`config.mk`:
```
export PLATFORM = sky130hd
export DESIGN_NAME = dma_chan_csr
export DESIGN_NICKNAME = d
export VERILOG_FILES = /design/src/rtl/dma_csr_pkg.sv /design/src/rtl/dma_csr_ctl.sv /design/src/rtl/dma_csr_cmdptr.sv /design/src/rtl/dma_csr_scratch.sv /design/src/rtl/dma_chan_csr.sv
export SDC_FILE = /design/constraint.sdc
export NUM_CORES = 1
export LEC_CHECK = 0
export ABC_AREA = 1
export BUFFER_PORTS_ARGS = -buffer_cell sky130_fd_sc_hd__buf_4
export CAP_MARGIN = 20
export CORE_UTILIZATION = 53
export CTS_BUF_LIST = sky130_fd_sc_hd__clkbuf_16
export CTS_CLUSTER_DIAMETER = 50
export DETAILED_ROUTE_END_ITERATION = 8
export PLACE_DENSITY = 0.77
export SYNTH_ARGS = -nofsm -noshare
export SYNTH_HDL_FRONTEND = slang
export SYNTH_HIERARCHICAL = 1
export SYNTH_SLANG_ARGS = --single-unit
```
`constraint.sdc`:
```
create_clock -name clk -period 4.5 [get_ports clk]
set_clock_uncertainty 0.15 [all_clocks]
set_input_delay 0.9 -clock clk [delete_from_list [all_inputs] [get_ports clk]]
set_output_delay 0.9 -clock clk [all_outputs]
set_load 0.1 [all_outputs]
```
`src/rtl/dma_csr_pkg.sv`:
```
// Shared constants for the DMA channel control/status register block.
// Assumes a 16-bit status word in the lower half of a 32-bit register.
package dma_csr_pkg;
    localparam int ST_W       = 16;
    localparam int B_RUN      = 15;
    localparam int B_PAUSE    = 14;
    localparam int B_FLUSH    = 13;
    localparam int B_WAKE     = 12;
    localparam int B_DEAD     = 11;
    localparam int B_ACTIVE   = 10;
    localparam int B_BT       = 8;
    localparam int IDX_CTL    = 0;
    localparam int IDX_CMDPTR = 1;
    localparam int FIRST_SCR  = 2;
endpackage

```
`src/rtl/dma_csr_ctl.sv`:
```
// Control/status state: applies masked control writes, derives ACTIVE,
// takes sequencer events, and emits flush and kick pulses.
// Assumes sequencer events are applied after a same-cycle control write.
module dma_csr_ctl
    import dma_csr_pkg::*;
(
    input  logic            clk,
    input  logic            rst_n,
    input  logic            ctl_wr,
    input  logic [31:0]     wdata,
    input  logic [3:0]      dev_stat,
    input  logic            seq_dead,
    input  logic            seq_stop,
    input  logic            seq_bt_set,
    input  logic            seq_bt_clr,
    input  logic            seq_wake_clr,
    output logic [ST_W-1:0] status,
    output logic            flush_req,
    output logic            kick
);
    logic [ST_W-1:4] st_q, st_d;
    logic            do_flush;
    logic [15:0]     msk, val;

    assign msk = wdata[31:16];
    assign val = wdata[15:0];

    // Next status from the control write followed by sequencer events.
    always_comb begin
        st_d          = st_q;
        st_d[B_FLUSH] = 1'b0;
        do_flush      = 1'b0;
        if (ctl_wr) begin
            if (msk[B_RUN] && val[B_RUN]) st_d[B_RUN] = 1'b1;
            if (msk[B_RUN] && !val[B_RUN]) begin
                st_d[B_RUN]  = 1'b0;
                st_d[B_DEAD] = 1'b0;
                do_flush     = 1'b1;
            end
            if (msk[B_WAKE] && val[B_WAKE] && st_d[B_RUN]) st_d[B_WAKE] = 1'b1;
            if (msk[B_PAUSE]) st_d[B_PAUSE] = val[B_PAUSE];
            if (msk[B_FLUSH] && val[B_FLUSH]) begin
                st_d[B_FLUSH] = 1'b1;
                do_flush      = 1'b1;
            end
            if (st_d[B_PAUSE] || !st_d[B_RUN])
                st_d[B_ACTIVE] = 1'b0;
            else if (msk[B_RUN] || msk[B_PAUSE])
                st_d[B_ACTIVE] = 1'b1;
            else if (msk[B_WAKE] && val[B_WAKE])
                st_d[B_ACTIVE] = 1'b1;
        end
        if (seq_dead) begin
            st_d[B_DEAD]   = 1'b1;
            st_d[B_ACTIVE] = 1'b0;
        end
        if (seq_stop)     st_d[B_ACTIVE] = 1'b0;
        if (seq_bt_set)   st_d[B_BT]     = 1'b1;
        if (seq_bt_clr)   st_d[B_BT]     = 1'b0;
        if (seq_wake_clr) st_d[B_WAKE]   = 1'b0;
    end

    // Status register and one-cycle output pulses.
    always_ff @(posedge clk) begin
        if (!rst_n) begin
            st_q      <= '0;
            flush_req <= 1'b0;
            kick      <= 1'b0;
        end else begin
            st_q      <= st_d;
            flush_req <= do_flush;
            kick      <= ctl_wr && st_d[B_ACTIVE];
        end
    end

    assign status = {st_q, dev_stat};

    a_r6_active_needs_run_unpaused: assert property (@(posedge clk) disable iff (!rst_n)
        st_q[B_ACTIVE] |-> (st_q[B_RUN] && !st_q[B_PAUSE]));
    a_r4_wake_needs_run: assert property (@(posedge clk) disable iff (!rst_n)
        $rose(st_q[B_WAKE]) |-> st_q[B_RUN]);
    a_r3_run_drop_flushes: assert property (@(posedge clk) disable iff (!rst_n)
        $fell(st_q[B_RUN]) |-> flush_req);
    a_r7_flush_bit_with_req: assert property (@(posedge clk) disable iff (!rst_n)
        st_q[B_FLUSH] |-> flush_req);
    a_r10_kick_means_active: assert property (@(posedge clk) disable iff (!rst_n)
        kick |-> (st_q[B_ACTIVE] || $past(seq_dead || seq_stop) == 1'b0 ? st_q[B_ACTIVE] : 1'b1));
endmodule

```
`src/rtl/dma_csr_cmdptr.sv`:
```
// Command-pointer register: drops writes while the channel is active,
// aligns accepted values to 16 bytes and pulses a fetch request.
module dma_csr_cmdptr #(
    parameter int DATA_W  = 32,
    parameter int ALIGN_B = 4
) (
    input  logic              clk,
    input  logic              rst_n,
    input  logic              ptr_wr,
    input  logic [DATA_W-1:0] wdata,
    input  logic              active,
    output logic [DATA_W-1:0] ptr,
    output logic              fetch_req
);
    localparam logic [DATA_W-1:0] ALIGN_MASK = ~((DATA_W'(1) << ALIGN_B) - DATA_W'(1));

    // Guarded, aligned pointer update and fetch pulse.
    always_ff @(posedge clk) begin
        if (!rst_n) begin
            ptr       <= '0;
            fetch_req <= 1'b0;
        end else begin
            fetch_req <= ptr_wr && !active;
            if (ptr_wr && !active) ptr <= wdata & ALIGN_MASK;
        end
    end

    a_r8_ptr_aligned: assert property (@(posedge clk) disable iff (!rst_n)
        ptr[ALIGN_B-1:0] == '0);
    a_r8_guard_while_active: assert property (@(posedge clk) disable iff (!rst_n)
        (ptr_wr && active) |=> ($stable(ptr) && !fetch_req));
endmodule

```
`src/rtl/dma_csr_scratch.sv`:
```
// Plain selector registers occupying word indices FIRST..NUM_REGS-1.
// Assumes NUM_REGS > FIRST; returns zero for lower indices.
module dma_csr_scratch #(
    parameter int NUM_REGS = 8,
    parameter int FIRST    = 2,
    parameter int DATA_W   = 32,
    localparam int IDX_W   = $clog2(NUM_REGS)
) (
    input  logic              clk,
    input  logic              rst_n,
    input  logic              wr,
    input  logic [IDX_W-1:0]  idx,
    input  logic [DATA_W-1:0] wdata,
    output logic [DATA_W-1:0] rdata
);
    logic [DATA_W-1:0] regs [FIRST:NUM_REGS-1];

    for (genvar g = FIRST; g < NUM_REGS; g++) begin : g_reg
        // One storage word per selector register.
        always_ff @(posedge clk) begin
            if (!rst_n)                          regs[g] <= '0;
            else if (wr && idx == IDX_W'(g))     regs[g] <= wdata;
        end
    end

    // Read selection.
    always_comb begin
        rdata = '0;
        for (int i = FIRST; i < NUM_REGS; i++)
            if (idx == IDX_W'(i)) rdata = regs[i];
    end
endmodule

```
`src/rtl/dma_chan_csr.sv`:
```
// Top: one DMA channel's control/status and register window.
// Word 0 writes control / reads status, word 1 is the command pointer,
// remaining words are plain registers. Reads are combinational.
module dma_chan_csr
    import dma_csr_pkg::*;
#(
    parameter int NUM_REGS = 8,
    parameter int DATA_W   = 32,
    localparam int IDX_W   = $clog2(NUM_REGS)
) (
    input  logic              clk,
    input  logic              rst_n,
    input  logic              reg_wr,
    input  logic [IDX_W-1:0]  reg_idx,
    input  logic [DATA_W-1:0] reg_wdata,
    output logic [DATA_W-1:0] reg_rdata,
    input  logic [3:0]        dev_stat,
    input  logic              seq_dead,
    input  logic              seq_stop,
    input  logic              seq_bt_set,
    input  logic              seq_bt_clr,
    input  logic              seq_wake_clr,
    output logic [ST_W-1:0]   chan_status,
    output logic [DATA_W-1:0] cmd_ptr,
    output logic              flush_req,
    output logic              kick,
    output logic              fetch_req
);
    logic              ctl_wr, ptr_wr;
    logic [DATA_W-1:0] scr_rdata;

    assign ctl_wr = reg_wr && reg_idx == IDX_W'(IDX_CTL);
    assign ptr_wr = reg_wr && reg_idx == IDX_W'(IDX_CMDPTR);

    dma_csr_ctl u_ctl (
        .clk, .rst_n, .ctl_wr, .wdata(reg_wdata), .dev_stat,
        .seq_dead, .seq_stop, .seq_bt_set, .seq_bt_clr, .seq_wake_clr,
        .status(chan_status), .flush_req, .kick
    );

    dma_csr_cmdptr #(.DATA_W(DATA_W), .ALIGN_B(4)) u_ptr (
        .clk, .rst_n, .ptr_wr, .wdata(reg_wdata),
        .active(chan_status[B_ACTIVE]), .ptr(cmd_ptr), .fetch_req
    );

    dma_csr_scratch #(.NUM_REGS(NUM_REGS), .FIRST(FIRST_SCR), .DATA_W(DATA_W)) u_scr (
        .clk, .rst_n, .wr(reg_wr), .idx(reg_idx), .wdata(reg_wdata), .rdata(scr_rdata)
    );

    // Read-data selection across the register window.
    always_comb begin
        if (reg_idx == IDX_W'(IDX_CTL))         reg_rdata = DATA_W'(chan_status);
        else if (reg_idx == IDX_W'(IDX_CMDPTR)) reg_rdata = cmd_ptr;
        else                                    reg_rdata = scr_rdata;
    end

    a_r9_hw_bits_not_from_sw: assert property (@(posedge clk) disable iff (!rst_n)
        $rose(chan_status[B_DEAD]) |-> $past(seq_dead));
    a_r10_kick_after_ctl_write: assert property (@(posedge clk) disable iff (!rst_n)
        kick |-> $past(ctl_wr));
endmodule

```
### Yosys cells after proc, flatten, opt, wreduce, memory -nomap -nowiden

Memories as Yosys holds them, arrays and structs flattened.
Index checks and enable logic that the tools add are counted.
Widths: inputs -> output; s select.

* equality and inequality tests: 7
* bitwise gates (word level): 7
* multiplexer cells: 48
* reduce and logical (&&, ||, !) cells: 28

Operator list (count)
* $mux 32: 14
* $mux 1: 32
* $logic_and 1x1->1: 15
* $eq 3x3->1 const B: 4
* $eq 3x2->1 const B: 2
* $or 1x1->1: 6
* $reduce_and 2->1: 3
* $mux 2: 2
* $reduce_bool 2->1: 2
* $reduce_or 2->1: 2
* $eq 3x1->1 const B: 1
* $logic_not 1->1: 3
* $logic_not 3->1: 1
* $logic_or 1x1->1: 2
* $not 1->1: 1

* input bits: 47
* output and inout bits: 83
* memory bits (writable): 192
* register bits after elaboration: 38
* logic and storage cells: 101
* memories: 1

Memories
* u_scr.regs: depth 6, width 32, read ports 6, clocked after Yosys merged registers in 0, write ports 6, RTL line dma_csr_scratch.sv:16 `logic [DATA_W-1:0] regs [FIRST:NUM_REGS-1];`

### Logic depth before layout (Yosys ltp)

* depth in word-level cells: 11
* depth in mapped cells: 12
* gate-level depth less buffers: 9

### Hierarchy

The synthesis kept the hierarchy.

Modules (own cells, without submodules)
* dma_csr_scratch: times used 1, area an instance 8475.6 µm², cells an instance 822
* dma_csr_cmdptr: times used 1, area an instance 1272.5 µm², cells an instance 189
* dma_chan_csr: times used 1, area an instance 631.9 µm², cells an instance 135
* dma_csr_ctl: times used 1, area an instance 432.9 µm², cells an instance 58

### Worst setup path after synthesis

OpenSTA, ideal clock, no wires.

* kind: input to register
* start point: input port reg_idx[0]
* end point: register, netlist name u_scr/regs[0][100]
* slack: 158 ps
* library setup time: 466 ps
* required time: 3884 ps
* buffers on the path: 2
* stages: 4
* arrival: 3726 ps
* path through: buf_2 > nand3_2 > clkbuf_1 > o21ai_0

RTL lines
* from (decl): RTL line dma_chan_csr.sv:14 `input logic [IDX_W-1:0] reg_idx,`

### Final worst setup path

* start point: input port reg_idx[2]
* end point: output port reg_rdata[8]

* word-level cells in the longest chain between the ends: 9
* elaborated cells on any way between the ends: 16
* classes of those cells: 7 x eq/ne; 8 x mux; 1 x reduce/logical

RTL lines
* $eq 3x2->1: RTL line dma_csr_scratch.sv:30 `if (idx == IDX_W'(i)) rdata = regs[i];`
* $mux 32 (5 in series): RTL line dma_csr_scratch.sv:30
* $mux 32 (*): RTL line dma_csr_scratch.sv:30
* via scr_rdata[8]: RTL line dma_chan_csr.sv:30 `logic [DATA_W-1:0] scr_rdata;`
* $mux 32 (*): RTL line dma_chan_csr.sv:53 `else if (reg_idx == IDX_W'(IDX_CMDPTR)) reg_rdata = cmd_ptr;`
* $mux 32 (*): RTL line dma_chan_csr.sv:52 `if (reg_idx == IDX_W'(IDX_CTL)) reg_rdata = DATA_W'(chan_status);`
* to (decl): RTL line dma_chan_csr.sv:16 `output logic [DATA_W-1:0] reg_rdata,`

The timed path passes the listed nets; every way through them passes the cells marked *.

==> key figures <==
Detailed routing
  • WL/cell: 18.7 µm
  • Vias per inst: 5.72
  • Router iterations before antenna repair: 5
  • Via count: 9078
  • Initial DRC Count: 849
  • DRC viols: 0
  • Antenna Nets Post-Route: 0
  • Final wirelength: 29600 µm

CTS
  • Clk sink count: 230
  • CTS tree: done
  • Worst skew pair latency: 530 ps
  • CTS Hold Bufs: 0
  • Post-CTS Setup Bufs: 0
  • H-tree levels: 1
  • CTS Buf Count: 26
  • Clk root buf: clkbuf_16
  • Max clock buf depth: 3
  • Resize count post-CTS: 0
  • Reg clk slew, reported paths: 60 ps

Timing
  • Clock period minus worst slack: 3930 ps
  • Tightest Pin Transition: 838 ps
  • Max-slew violation count: 0
  • Endpoints failing setup: 0
  • Setup tns final: 0 ps
  • Final Hold Viols: 0
  • Slew margin rel.: 44.0%
  • Max Freq: 255 MHz
  • Setup repair after global routing missed its margin: false
  • Final period util: 87.3%
  • Worst hold slack: 350 ps

Critical path
  • CP Capture Type: primary output
  • Critical Path RT: 3450 ps
  • CP Launch Type: input port
  • Cell depth of the worst flop-to-flop path: 5
  • Crit Path Class: input port to primary output
  • Critical Path AT: 2880 ps
  • Critical path fanouts, max: 37

Synth
  • Number of synthesized flops with an enable pin: 192
  • Unique masters post-synth: 25
  • Async SR Flop Fraction: 0%
  • FF+latch count, synth: 230
  • Synth area leaders: edfxtp_1 (53%), nor2_1 (11%), nand3_1 (9.1%), dfxtp_1 (7.0%), nand2_1 (5.5%)
  • Synth Instances: 1204
  • Synth area leader: edfxtp_1
  • Sequential area share after synthesis: 60.4%
  • Syn avg cell area: 8.98 µm²
  • Synth warn: 6
  • Most common cell in the netlist: nor2_1
  • Post-Syn Area: 10800 µm²
  • Share of the synthesized area in the top cell type: 53.3%
  • Primary FF master, synth: edfxtp_1
  • Post-synth top cells: nor2_1 (323), nand3_1 (197), edfxtp_1 (192), nand2_1 (157), inv_1 (110)

Global route
  • Largest net degree at the start of global routing: 45
  • Number of global-route vias before repair: 8589
  • Tot GR Track Use: 28.6%
  • Total grt overflow: 0
  • Initial antenna violation count: 0
  • First-pass GRT wire length: 44900 µm

Die
  • Die height: 145 µm
  • DIE AREA: 21000 µm²
  • Chip width: 145 µm
  • CORE AREA: 19700 µm²
  • IO Pins: 130
  • Initial Utilization: 54.8%
  • Cell Rows: 51

Layout
  • Area occupied by multi-input gates: 3400 µm²
  • Final cell count without fillers: 1587
  • Area grow syn2layout: 18.1%
  • Fill cells: 1578
  • Diode count: 0
  • Fin nets: 1349
  • Final Instance Area: 12800 µm²
  • Register Area: 6530 µm²
  • Fraction of layout instances using a drive strength above 1: 16.0%

Min path
  • Hold WC Path Type: flip-flop to flip-flop
  • Hold Crit Depth: 2

Place
  • Area after DPL: 11900 µm²
  • Placed cell count: 1537
  • Routability cong.: 0.819
  • Port Buffers: 120
  • Detail Placement HPWL: 18300 µm

Run
  • Max Cap Viol: 0

Power
  • Total power: 0.00537 W
  • P per Cell Area: 421 nW/µm²
  • Pleak: 5.53 nW
  • VDD IR max: 0.000275 V

Status
  • Status: complete, no violations
state kept, by name, summed over array words and instances, names as in the netlist:
register / flops
u_ptr/ptr: 28
u_scr/regs: 192
u_ctl/st_q: 7
u_ctl/flush_req: 1
u_ptr/fetch_req: 1
u_ctl/kick: 1
through the flow:
stage	setup WS [ps]	utilization [%]
after floorplan	158	-
after global placement	673	60.3
after detailed placement	599	60.3
after CTS	595	64.5
after global routing	459	64.8
final	573	64.8
critical path, stage by stage:
cell and delay, ps:
buf_4 390, inv_2 290, nor3_4 210, buf_4 370, nand2_1 110, nand3_1 120, nand2_1 60, nand3_1 120
buf_4 290
worst paths after layout:
path / start / to / slack, ps
hold / removal: u_ptr/ptr[9] / u_ptr/ptr[9] / 350
setup / recovery: reg_idx[2] / reg_rdata[8] / 570
hold reg to reg: u_ptr/ptr[9] / u_ptr/ptr[9] / 350
setup reg to reg: u_ctl/st_q[10] / u_ptr/ptr[23] / 2950
report_power, final:
group / internal (W) / leakage [nW] / switching, W
combinational: 0.000179 / 2.95 / 0.000680
sequential: 0.00243 / 2.16 / 0.0000411
clock: 0.00120 / 0.419 / 0.000835
layer usage:
layer | global-route usage, % | vias to the layer above | share of wire (%)
li1 | - | 4180 | -
met1 | 36.0 | 4274 | 38
met2 | 48.1 | 548 | 47
met3 | 5.92 | 76 | 12
met4 | 11.6 | 0 | 3.1
met5 | 0 | - | 0
layout make-up:
class                           count  area share, %
Inverter                          114           3.35
Tap cell                          265           2.60
Sequential cell                   230           51.1
Clock buffer                       27           5.29
Timing Repair Buffer              157           9.74
Multi-Input combinational cell    773           26.7
Clock inverter                     21           1.24
kinds of logic (layout without fill, tap and decap cells):
logic type,count (synthesis),after routing,share of synthesized area [%]
simple gates,753,753,30.5
flops,230,230,60.4
buf+inv,208,319,8.55
compound gates,11,11,0.555
other cells,2,9,0.0695
cells in the final DEF, fill, tap and decap left out:
cell type     n
clkinvlp_4    1
inv_6         3
o211ai_1      1
nor3_4        1
edfxtp_1    192
buf_4       152
nor3_2        3
clkinv_1      8
a21oi_1       4
nor2_4        2
bufinv_16     2
o21a_1        1
nor3_1        3
nand3_1     197
nand3_2       1
or2_1         1
buf_8         1
buf_12        3
clkinv_4      1
buf_16        1
o21ai_2       3
nor2_2        2
inv_1       112
clkbuf_16    27
inv_2         5
o21ai_0       2
dfxtp_1      38
nor2_1      321
conb_1        9
and3_1        1
nand4_1      64
clkinv_2      3
nand2_1     157
Note: power is estimated with default switching activity, not from simulation.
